## config.mk

```make
export PLATFORM = sky130hd
export DESIGN_NAME = line_err_counter
export DESIGN_NICKNAME = d
export VERILOG_FILES = /design/src/rtl/errc_pkg.sv /design/src/rtl/errc_live.sv /design/src/rtl/errc_snap.sv /design/src/rtl/errc_rdport.sv /design/src/rtl/line_err_counter.sv
export SDC_FILE = /design/constraint.sdc
export NUM_CORES = 1
export LEC_CHECK = 0
export CAP_MARGIN = 10
export CORE_MARGIN = 2
export CORE_UTILIZATION = 57
export DETAILED_ROUTE_END_ITERATION = 12
export PLACE_DENSITY = 0.86
export SETUP_SLACK_MARGIN = 0.15
export SLEW_MARGIN = 20
export SYNTH_ARGS = -nofsm -noshare
export SYNTH_HDL_FRONTEND = slang
export SYNTH_SLANG_ARGS = --single-unit
```

## constraint.sdc

```tcl
create_clock -name clk -period 2.05 [get_ports clk]
set_clock_uncertainty 0.05 [all_clocks]
set_input_delay 0.205 -clock clk [delete_from_list [all_inputs] [get_ports clk]]
set_output_delay 0.205 -clock clk [all_outputs]
set_load 0.05 [all_outputs]
```

## src/rtl/errc_pkg.sv

```systemverilog
package errc_pkg;

   typedef enum logic {
      HALF_LO = 1'b0,
      HALF_HI = 1'b1
   } half_sel_e;

endpackage

```

## src/rtl/errc_live.sv

```systemverilog
module errc_live #(
   parameter int W        = 16,
   parameter bit SATURATE = 1'b1
) (
   input  logic         clk,
   input  logic         rst_n,
   input  logic         evt,
   input  logic         clr,
   output logic [W-1:0] cnt
);
   localparam logic [W-1:0] ALL_ONES = '1;

   logic [W-1:0] cnt_inc;

   generate
      if (SATURATE) begin : g_sat
         assign cnt_inc = (cnt == ALL_ONES) ? cnt : cnt + W'(1);
      end else begin : g_wrap
         assign cnt_inc = cnt + W'(1);
      end
   endgenerate

   always_ff @(posedge clk) begin
      if (!rst_n) begin
         cnt <= '0;
      end else if (clr) begin
         cnt <= W'(evt);
      end else if (evt) begin
         cnt <= cnt_inc;
      end
   end
endmodule

```

## src/rtl/errc_snap.sv

```systemverilog
module errc_snap #(
   parameter int W         = 16,
   parameter int GUARD_CYC = 250
) (
   input  logic         clk,
   input  logic         rst_n,
   input  logic         per_mode,
   input  logic         freeze,
   input  logic         tick_1s,
   input  logic         irq_clr,
   input  logic [W-1:0] live_cnt,
   output logic         clr_live,
   output logic [W-1:0] view,
   output logic         guard,
   output logic         sec_irq
);
   localparam int GW = $clog2(GUARD_CYC + 1);

   logic          freeze_q;
   logic          frz_rise;
   logic          per_upd;
   logic [W-1:0]  snap;
   logic [GW-1:0] gcnt;

   assign frz_rise = ~per_mode & freeze & ~freeze_q;
   assign per_upd  = per_mode & tick_1s;
   assign clr_live = frz_rise | per_upd;
   assign guard    = (gcnt != '0);
   assign view     = (~per_mode & ~(freeze & freeze_q)) ? live_cnt : snap;

   always_ff @(posedge clk) begin
      if (!rst_n) begin
         freeze_q <= 1'b0;
         snap     <= '0;
         gcnt     <= '0;
         sec_irq  <= 1'b0;
      end else begin
         freeze_q <= freeze;
         if (clr_live) begin
            snap <= live_cnt;
         end
         if (per_upd) begin
            gcnt <= GW'(GUARD_CYC);
         end else if (guard) begin
            gcnt <= gcnt - GW'(1);
         end
         if (per_upd) begin
            sec_irq <= 1'b1;
         end else if (irq_clr) begin
            sec_irq <= 1'b0;
         end
      end
   end
endmodule

```

## src/rtl/errc_rdport.sv

```systemverilog
module errc_rdport
   import errc_pkg::*;
#(
   parameter int BW = 8
) (
   input  logic            clk,
   input  logic            rst_n,
   input  logic            rd_en,
   input  logic            rd_hi,
   input  logic            guard,
   input  logic [2*BW-1:0] view,
   output logic [BW-1:0]   rd_data,
   output logic            rd_invalid
);
   half_sel_e     sel;
   logic          rd_ok;
   logic [BW-1:0] shadow;

   assign sel        = half_sel_e'(rd_hi);
   assign rd_invalid = rd_en & guard;
   assign rd_ok      = rd_en & ~guard;

   always_comb begin
      rd_data = '0;
      if (rd_ok) begin
         rd_data = (sel == HALF_HI) ? shadow : view[BW-1:0];
      end
   end

   always_ff @(posedge clk) begin
      if (!rst_n) begin
         shadow <= '0;
      end else if (rd_ok && sel == HALF_LO) begin
         shadow <= view[2*BW-1:BW];
      end
   end
endmodule

```

## src/rtl/line_err_counter.sv

```systemverilog
module line_err_counter #(
   parameter int CNT_W     = 16,
   parameter int BUS_W     = 8,
   parameter int GUARD_CYC = 250,
   parameter bit SATURATE  = 1'b1
) (
   input  logic             clk,
   input  logic             rst_n,
   input  logic             per_mode,
   input  logic             freeze,
   input  logic             tick_1s,
   input  logic             err_evt,
   input  logic             rd_en,
   input  logic             rd_hi,
   input  logic             irq_clr,
   output logic [BUS_W-1:0] rd_data,
   output logic             rd_invalid,
   output logic             sec_irq
);
   localparam int HALVES = CNT_W / BUS_W;

   initial begin
      assert (HALVES == 2 && CNT_W % BUS_W == 0)
         else $error("line_err_counter: CNT_W must be twice BUS_W");
      assert (GUARD_CYC >= 1)
         else $error("line_err_counter: GUARD_CYC must be at least 1");
   end

   logic [CNT_W-1:0] live_cnt;
   logic [CNT_W-1:0] view;
   logic             clr_live;
   logic             guard;

   errc_live #(.W(CNT_W), .SATURATE(SATURATE)) u_live (
      .clk (clk),
      .rst_n (rst_n),
      .evt (err_evt),
      .clr (clr_live),
      .cnt (live_cnt)
   );

   errc_snap #(.W(CNT_W), .GUARD_CYC(GUARD_CYC)) u_snap (
      .clk (clk),
      .rst_n (rst_n),
      .per_mode (per_mode),
      .freeze (freeze),
      .tick_1s (tick_1s),
      .irq_clr (irq_clr),
      .live_cnt (live_cnt),
      .clr_live (clr_live),
      .view (view),
      .guard (guard),
      .sec_irq (sec_irq)
   );

   errc_rdport #(.BW(BUS_W)) u_rd (
      .clk (clk),
      .rst_n (rst_n),
      .rd_en (rd_en),
      .rd_hi (rd_hi),
      .guard (guard),
      .view (view),
      .rd_data (rd_data),
      .rd_invalid (rd_invalid)
   );
endmodule

```

**Yosys cells after proc, flatten, opt, wreduce, memory -nomap -nowiden**

Index checks and enable logic that the tools add are counted.

- Register bits after elaboration: 50
- Input port bits: 9
- Output and inout port bits: 10
- Logic and storage cells: 46

- Add/subtract/negate cells: 2
- Equal/unequal tests: 2
- Muxes and demuxes: 10
- Bitwise gates (word level): 15
- Reduce and logical (&&, ||, !) cells: 9

Operator list:

| cell | number |
|---|---|
| 8-bit two-way mux | 4 |
| 16-bit by 1-bit adder with 16-bit output (second input constant) | 1 |
| 16-bit == test (second input constant) | 1 |
| 16-bit two-way mux | 1 |
| 8-bit nonzero test | 1 |
| 8-bit by 1-bit subtractor with 8-bit output (second input constant) | 1 |
| 1-bit AND | 7 |
| 1-bit inverter | 7 |
| 2-bit nonzero test | 3 |
| 1-bit two-way mux | 5 |
| 2-bit AND reduction | 2 |
| 2-bit OR reduction | 2 |
| 2-bit inequality test (second input constant) | 1 |
| 1-bit logical AND | 1 |
| 1-bit OR | 1 |

**Logic depth before layout (Yosys ltp)**

Gate-level depths: netlist (run 1).

- Word-level depth: 6
- Mapped depth: 7
- Mapped depth without buffers: 6

**Modules after synthesis**

Synthesis (run 1) repeated with hierarchy kept, for this count alone.

- Cell total of the unflattened synthesis: 308
- Area total of the unflattened synthesis: 2607.5 um^2

Modules (own cells, without submodules):

| module | instances | cells each | area an instance (um^2) | sequential area each (um^2) |
|---|---|---|---|---|
| errc_snap | 1 | 151 | 1293.7 | 520.5 |
| errc_live | 1 | 101 | 842.1 | 320.3 |
| errc_rdport | 1 | 56 | 471.7 | 160.2 |

**Worst setup path after synthesis (run 1)**

Ideal clock, no wire load.

- Kind: register to output
- From: register u_snap.gcnt[0]
- To: output rd_data[0]
- Arrival: 2.240 ns
- Required time: 1.795 ns
- Setup slack: -0.445 ns
- Stages on the path, launching flop included: 7
- Path buffers: 1
- Cells stage by stage: dfxtp_1 -> inv_1 -> ha_1 -> or4b_1 -> or2_2 -> clkbuf_1 -> nor2_1

- Word-level cells in the longest chain between the ends: 4

RTL lines:

| element | RTL line | RTL |
|---|---|---|
| start, declared | errc_snap.sv:23 | `logic [GW-1:0] gcnt;` |
| start signal, assigned | errc_snap.sv:43 | `gcnt <= GW'(GUARD_CYC);` |
| start signal, assigned | errc_snap.sv:45 | `gcnt <= gcnt - GW'(1);` |
| 8-bit nonzero test | errc_snap.sv:28 | `assign guard = (gcnt != '0);` |
| 1-bit inverter | errc_rdport.sv:21 | `assign rd_ok = rd_en & ~guard;` |
| 1-bit AND | errc_rdport.sv:21 |  |
| 8-bit two-way mux | errc_rdport.sv:25 | `if (rd_ok) begin` |
| end, declared | line_err_counter.sv:16 | `output logic [BUS_W-1:0] rd_data,` |

Every way passes these cells.

**Worst setup path after layout (run 1)**

- From: register u_snap.gcnt[0]
- To: output rd_data[3]

The elaborated chain is that of the path after synthesis.

==> results of run 1 <==
final timing paths:
kind	start	endpoint	slack [ps]	cells after the start
max	u_snap.gcnt[0]	rd_data[3]	-110	6
min	u_snap.snap[11]	u_snap.snap[11]	410	2
max reg2reg	u_snap.gcnt[0]	u_rd.shadow[5]	0	9
min reg2reg	u_snap.snap[11]	u_snap.snap[11]	410	2
Yosys cell counts (3+ instances only):
cell	count	area [µm²]
and2_1	3	18.77
or4_1	4	30.03
buf_2	4	20.02
nor3_1	5	25.02
nand2_1	47	176.4
nand4_1	4	25.02
a21oi_1	35	175.2
mux2i_1	20	200.2
a211oi_1	8	60.06
o21ai_0	9	45.04
o31ai_1	4	30.03
or4b_1	3	30.03
nor4_1	3	18.77
nand3_1	4	20.02
clkbuf_1	10	37.54
dfxtp_1	50	1001
and4_1	3	26.28
mux2_2	8	90.09
nor2_1	22	82.58
or3_1	11	68.82
inv_1	7	26.28
routing by layer:
metal	GRT usage [%]	wire, µm	share of wire [%]	up-vias
met5	0	0	0	-
li1	-	-	-	1159
met3	4.942	413	6.3	18
met2	43.91	3151	48	97
met1	34.76	2778	43	1132
met4	10.47	178	2.7	0
metrics by stage:
step / std cells / util [%] / power, mW / worst slack (ps)
after floorplan: 292 / - / 1.509 / 108.0
after global placement: 372 / 71.65 / 1.628 / -36.87
after detailed placement: 372 / 71.65 / 1.646 / -95.68
after CTS: 386 / 76.33 / 2.380 / -157.2
after global routing: 392 / 78.81 / 2.566 / -168.8
final: 392 / 78.81 / 2.461 / -114.4
timing repair:
action,4_1_cts,5_1_grt
hold buffers,0,0
pin swaps,5,13
gates cloned,0,1
setup buffers,6,5
endpoints found under the setup margin,15,26
gates resized for setup,10,9
worst reg2reg max path: stages (launching register included):
cell,delay [ps]
dfxtp_2,330
inv_2,60
ha_4,140
or4b_4,460
buf_4,150
buf_6,110
nor3_4,250
clkbuf_16,220
buf_4,110
a211oi_1,50
cells by family after synthesis:
| family | Yosys count |
|---|---|
| buf+inv | 22 |
| simple gates | 123 |
| xor+xnor | 3 |
| flops | 50 |
| fa+ha+maj | 2 |
| mux | 28 |
| compound gates | 64 |
sequential cells by signal, summed over array words and instances (netlist names):
| register | flops |
|---|---|
| u_snap.sec_irq | 1 |
| u_snap.snap | 16 |
| u_snap.gcnt | 8 |
| u_snap.freeze_q | 1 |
| u_live.cnt | 16 |
| u_rd.shadow | 8 |
cell type report:
class                           count  area (µm²)
Multi-Input combinational cell    220        1490
Sequential cell                    50        1008
Fill cell                         255       865.8
Timing Repair Buffer               57       526.8
Clock buffer                        7       76.32
Tap cell                           50       62.56
Clock inverter                      1       30.03
Inverter                            7       26.28
where the power goes:
part | internal [mW] | switching, mW
logic | 0.328 | 0.331
clock network | 0.366 | 0.326
registers | 1.04 | 0.0744
==> key figures, run 1 <==
Clock tree
  – CTS Buffer Depth: 2
  – Worst-path clk slew: 80 ps
  – Root buffer cell: clkbuf_8
  – CTS tree: yes
  – H-tree levels: 2
  – Inserted Clock Buffers: 5
  – Clock Latency Late Sink: 310 ps
  – CTS sink cnt: 50

Die
  – Boundary Pins: 19
  – Row count: 23
  – Full die area: between 4000 and 5000 µm²
  – Die height: 69.69 µm
  – Die Span X: between 60 and 70 µm
  – Initial core utilization: 60.20%
  – Core area: between 4000 and 5000 µm²

Logic synthesis
  – Yosys reg bits: 50
  – Ys Warns: 0
  – Synth unique cells: 44
  – Post-Synth Simple-Gate Area: 26.40%
  – Xor and xnor area share after synthesis: under 10%
  – Syn Std Cell Area: around 2500 µm²
  – EDFF count, synth: 0
  – Syn avg cell area: approximately 8.4 µm²
  – Synth async-reset ratio: 0%
  – Adder-Cell Fraction of Synth Area: 1.017%
  – Mux cell area share after synthesis: 11.80%
  – Synth Net Count: approximately 300
  – Synth Area in Compound Gates: roughly 15%
  – Mapped Cells: slightly below 300
  – Main combinational cell family by area after synthesis: simple AND/OR/NAND/NOR gates
  – Post-synth top flop: dfxtp_1
  – Register area share after synthesis: between 40 and 50%

Setup path
  – CP bufs+invs: 2
  – CP peak stage delay: 460 ps
  – Slowest-stage cell, CP: or4b_4
  – Critical path, cell by cell: inv_2 > ha_4 > or4b_4 > or2_4 > nor2_4 > buf_6
  – Crit path max fanout: 8
  – Crit path kind: reg -> out
  – Req. time, crit path: around 1800 ps
  – Crit path DAT: 1910 ps
  – Worst setup SP type: register
  – Top delay family on crit path: simple AND/OR/NAND/NOR gates
  – CP endpoint kind: output pin

Place
  – Port Buf Inserts: 18
  – Routability cong.: approximately 0.9
  – Post-DP HPWL: about 4000 µm
  – Area of placed instances: approximately 2900 µm²

Pwr
  – VDD IR max: roughly 0.44 mV
  – Power Density: around 760 nW/µm²
  – Leak: 1.173 nW

STA
  – Fin crit period: 2164 ps
  – Fmax achieved: 462.0 MHz
  – Hold WS: between 400 and 500 ps
  – RSZ-0062 raised after global routing: true
  – Final WS setup: -114.4 ps
  – Final worst-path cycle share: 105.6%
  – Max Slew Vio Count: 0
  – Setup TNS Final: -868.9 ps
  – Worst Tran Pin Value: between 400 and 500 ps
  – Final Hold Vio Count: 0
  – Final setup viols: 9
  – Relative slew margins: roughly 67%

Global route
  – Total Routing Usage GR: approximately a quarter
  – First-pass GRT wire length: 10430 µm
  – Antenna violations before repair: 0
  – Total gr overflow: 0
  – Vias in the first global route: 2210
  – Largest net degree at the start of global routing: 32

Job
  – Max-cap violations: 0

Layout
  – Area Overhead vs Synth: 30.93%
  – Ant diodes: 0
  – Post-route cell area: between 3000 and 4000 µm²
  – Share of post-route cells with drive strength above 1: approximately 27%
  – Commonest non-fill, non-tap cells in the layout: nand2_1, dfxtp_1, buf_4, a21oi_1, mux2i_1
  – Commonest non-fill, non-tap cell in the layout: nand2_1
  – NumNets Final: between 300 and 400

Detailed routing
  – DRT iter0 DRCs: 240
  – Final ANT Viol Nets: 0
  – Via count: ~2400
  – Detailed Route WL: roughly 6500 µm
  – 1st-pass router iterations: 7
  – DR WL/cell: approximately 17 µm
  – Post-route DRC: 0
  – Via density: ~6.1

Min path
  – Hold/Removal Path Class: reg -> reg

Status
  – Failing checks: setup timing
  – Status: finished, violations left
(Power assumes the default switching activity.)
==> run 2, diff against run 1 <==
MAX_ROUTING_LAYER = met4   (was not set)
==> run 2 against run 1 <==
Effect of this change:
- the flow still finishes with violations (setup timing)
- cell area is the same
- fmax is essentially flat
- count of clock-buffer cells in the layout is the same
- critical path type unchanged
- critical endpoint unchanged
- largest power group unchanged
- highest routed layer unchanged
==> key figures, run 2 (synthesized netlist as in run 1, its figures left out) <==
Status
  – Status: finished, violations left (unchanged)
  – Failing checks: setup timing (unchanged)

STA
  – Final WS setup: -116.3 ps (was -114.4 ps)
  – RSZ-0062 raised after global routing: true (unchanged)
  – Final Hold Vio Count: 0 (unchanged)
  – Worst Tran Pin Value: 495.7 ps (about the same)
  – Fin crit period: 2166 ps (was 2164 ps)
  – Final setup viols: 9 (unchanged)
  – Final worst-path cycle share: 105.7% (was 105.6%)
  – Fmax achieved: 461.6 MHz (was 462.0 MHz)
  – Max Slew Vio Count: 0 (unchanged)
  – Relative slew margins: 66.85% (unchanged)

Die
  – Row count: 23 (unchanged)
  – Boundary Pins: 19 (unchanged)
  – Initial core utilization: 60.20% (unchanged)
  – Die Span X: 69.69 µm (unchanged)
  – Die height: 69.69 µm (unchanged)
  – Core area: 4086 µm² (unchanged)
  – Full die area: 4857 µm² (unchanged)

Layout
  – NumNets Final: 352 (unchanged)
  – Area Overhead vs Synth: 30.93% (unchanged)
  – Commonest non-fill, non-tap cell in the layout: nand2_1 (unchanged)
  – Largest regs: u_live.cnt (16), u_snap.snap (16) (unchanged)
  – Commonest non-fill, non-tap cells in the layout: nand2_1, dfxtp_1, buf_4, a21oi_1, mux2i_1 (unchanged)
  – Share of post-route cells with drive strength above 1: 27.19% (unchanged)
  – Final Non-Filler Cells: 392 (unchanged)
  – Ant diodes: 0 (unchanged)
  – Fillers: 255 (unchanged)
  – Final Util: 78.81% (unchanged)

Clock tree
  – CTS tree: yes (unchanged)
  – CTS Buffer Depth: 2 (unchanged)
  – Inserted Clock Buffers: 5 (unchanged)
  – Root buffer cell: clkbuf_8 (unchanged)
  – Clock Latency Late Sink: 310 ps (about the same)
  – Worst-path clk slew: 90 ps (was 80 ps)
  – CTS sink cnt: 50 (unchanged)
  – CTS Hold Bufs: 0 (unchanged)
  – H-tree levels: 2 (unchanged)

Place
  – Port Buf Inserts: 18 (unchanged)
  – Post-DP HPWL: 3975 µm (unchanged)
  – Place WS: -95.68 ps (unchanged)
  – DP Cell Count: 372 (unchanged)
  – Routability cong.: 0.9086 (was 0.8936)

Global route
  – Total gr overflow: 0 (unchanged)
  – First-pass GRT wire length: 10450 µm (was 10430 µm)
  – Total Routing Usage GR: 27.48% (was 26.70%)
  – Vias in the first global route: 2207 (was 2210)
  – Antenna violations before repair: 0 (unchanged)
  – Largest net degree at the start of global routing: 32 (unchanged)

Setup path
  – CP bufs+invs: 2 (unchanged)
  – R2R Setup Slk: 0 ps (about the same)
  – Worst setup SP type: register (unchanged)
  – Slowest-stage cell, CP: or4b_4 (unchanged)
  – Crit path kind: reg -> out (unchanged)
  – R2R Path Start: u_snap.gcnt[1] (was u_snap.gcnt[0])
  – RR Endpoint: u_rd.shadow[5] (unchanged)
  – Reg2reg path depth: 9 (unchanged)
  – CP peak stage delay: 460 ps (about the same)
  – Crit path DAT: 1910 ps (about the same)
  – Critical path, cell by cell: inv_2 > ha_4 > or4b_4 > or2_4 > nor2_4 > buf_6 (unchanged)
  – CP endpoint kind: output pin (unchanged)
  – Crit path max fanout: 8 (unchanged)
  – Req. time, crit path: 1790 ps (about the same)
  – Top delay family on crit path: simple AND/OR/NAND/NOR gates (unchanged)

Min path
  – Min-Delay Path Depth: 2 (unchanged)
  – Hold/Removal Path Class: reg -> reg (unchanged)
  – Hold_sp: u_snap.snap[12] (was u_snap.snap[11])
  – Hold EP: u_snap.snap[12] (was u_snap.snap[11])

Detailed routing
  – Post-route DRC: 0 (unchanged)
  – Detailed Route WL: 6554 µm (was 6523 µm)
  – DR WL/cell: 16.72 µm (was 16.64 µm)
  – Via count: 2377 (was 2406)
  – 1st-pass router iterations: 4 (was 7)
  – Via density: 6.064 (was 6.138)
  – DRT iter0 DRCs: 211 (was 240)
  – Final ANT Viol Nets: 0 (unchanged)

Job
  – Max-cap violations: 0 (unchanged)

Pwr
  – Power Density: 765.1 nW/µm² (was 764.2 nW/µm²)
  – VDD IR max: 0.4491 mV (was 0.4450 mV)
  – Leak: 1.173 nW (unchanged)
## run 2: cell counts in the layout (fill, tap and decap cells not counted)
Identical to the previous run, type by type.
## run 2: worst max path at each step
stage          cells after the start  slack (ps)            from    endpoint
2_1_floorplan                      6         110  u_snap.gcnt[1]  rd_data[0]
3_3_place_gp                       7         -40          freeze  rd_data[7]
3_5_place_dp                       7        -100          freeze  rd_data[4]
4_1_cts                            6        -160  u_snap.gcnt[0]  rd_data[3]
5_1_grt                            6        -170  u_snap.gcnt[0]  rd_data[3]
6_report                           6        -120  u_snap.gcnt[1]  rd_data[3]
## run 2: routing by layer
metal  share of wire (%)  track usage, %
met2                  49           43.91
met4                 2.8           10.47
met3                 6.2           4.942
met5                   0               -
met1                  42           34.85
## run 2: timing repair
action | 4_1_cts | 5_1_grt
pin swaps | 5 | 13
setup buffers | 6 | 5
gates resized for setup | 10 | 9
cloned | 0 | 1
endpoints found under the hold margin | 0 | 0
endpoints found under the setup margin | 15 | 26
## run 2: cell type report
cell class                 instances  area, µm²  area share, %
multi-input combinational        220       1490          46.27
sequential                        50       1008          31.31
timing repair buffer              57      526.8          16.36
clock buffer                       7      76.32          2.370
tap                               50      62.56          1.943
clock inverter                     1      30.03         0.9324
inverter                           7      26.28         0.8159
## run 2: power by group
part	internal [mW]	switching (mW)	leakage (nW)	total, mW
Combinational	0.327	0.331	0.713	0.659
Sequential	1.04	0.0734	0.408	1.11
Clock	0.366	0.329	0.0524	0.695
## run 2: worst reg2reg max path, cell delays in order (launching register included)
cell       delay [ps]
dfxtp_2           340
inv_2              70
ha_4              130
or4b_4            460
buf_4             150
buf_6             110
nor3_4            250
clkbuf_16         220
buf_4             110
a211oi_1           50
## run 2: metrics by stage
stage / hold slack [ps] / power (mW) / area (µm²) / TNS [ps]
finish: 404.8 / 2.464 / 3221 / -886.7
CTS: 404.8 / 2.380 / 3119 / -1043
floorplan: 272.5 / 1.509 / 2566 / 0
global placement: 384.9 / 1.628 / 2928 / -110.1
global route: 427.4 / 2.561 / 3221 / -1458
detailed placement: 393.0 / 1.646 / 2928 / -494.6
==> run 3, diff against run 2 <==
CAP_MARGIN = 20   (was 10)
==> results of run 3 <==
Final layout, timing and power as in run 2 (identical DEF).
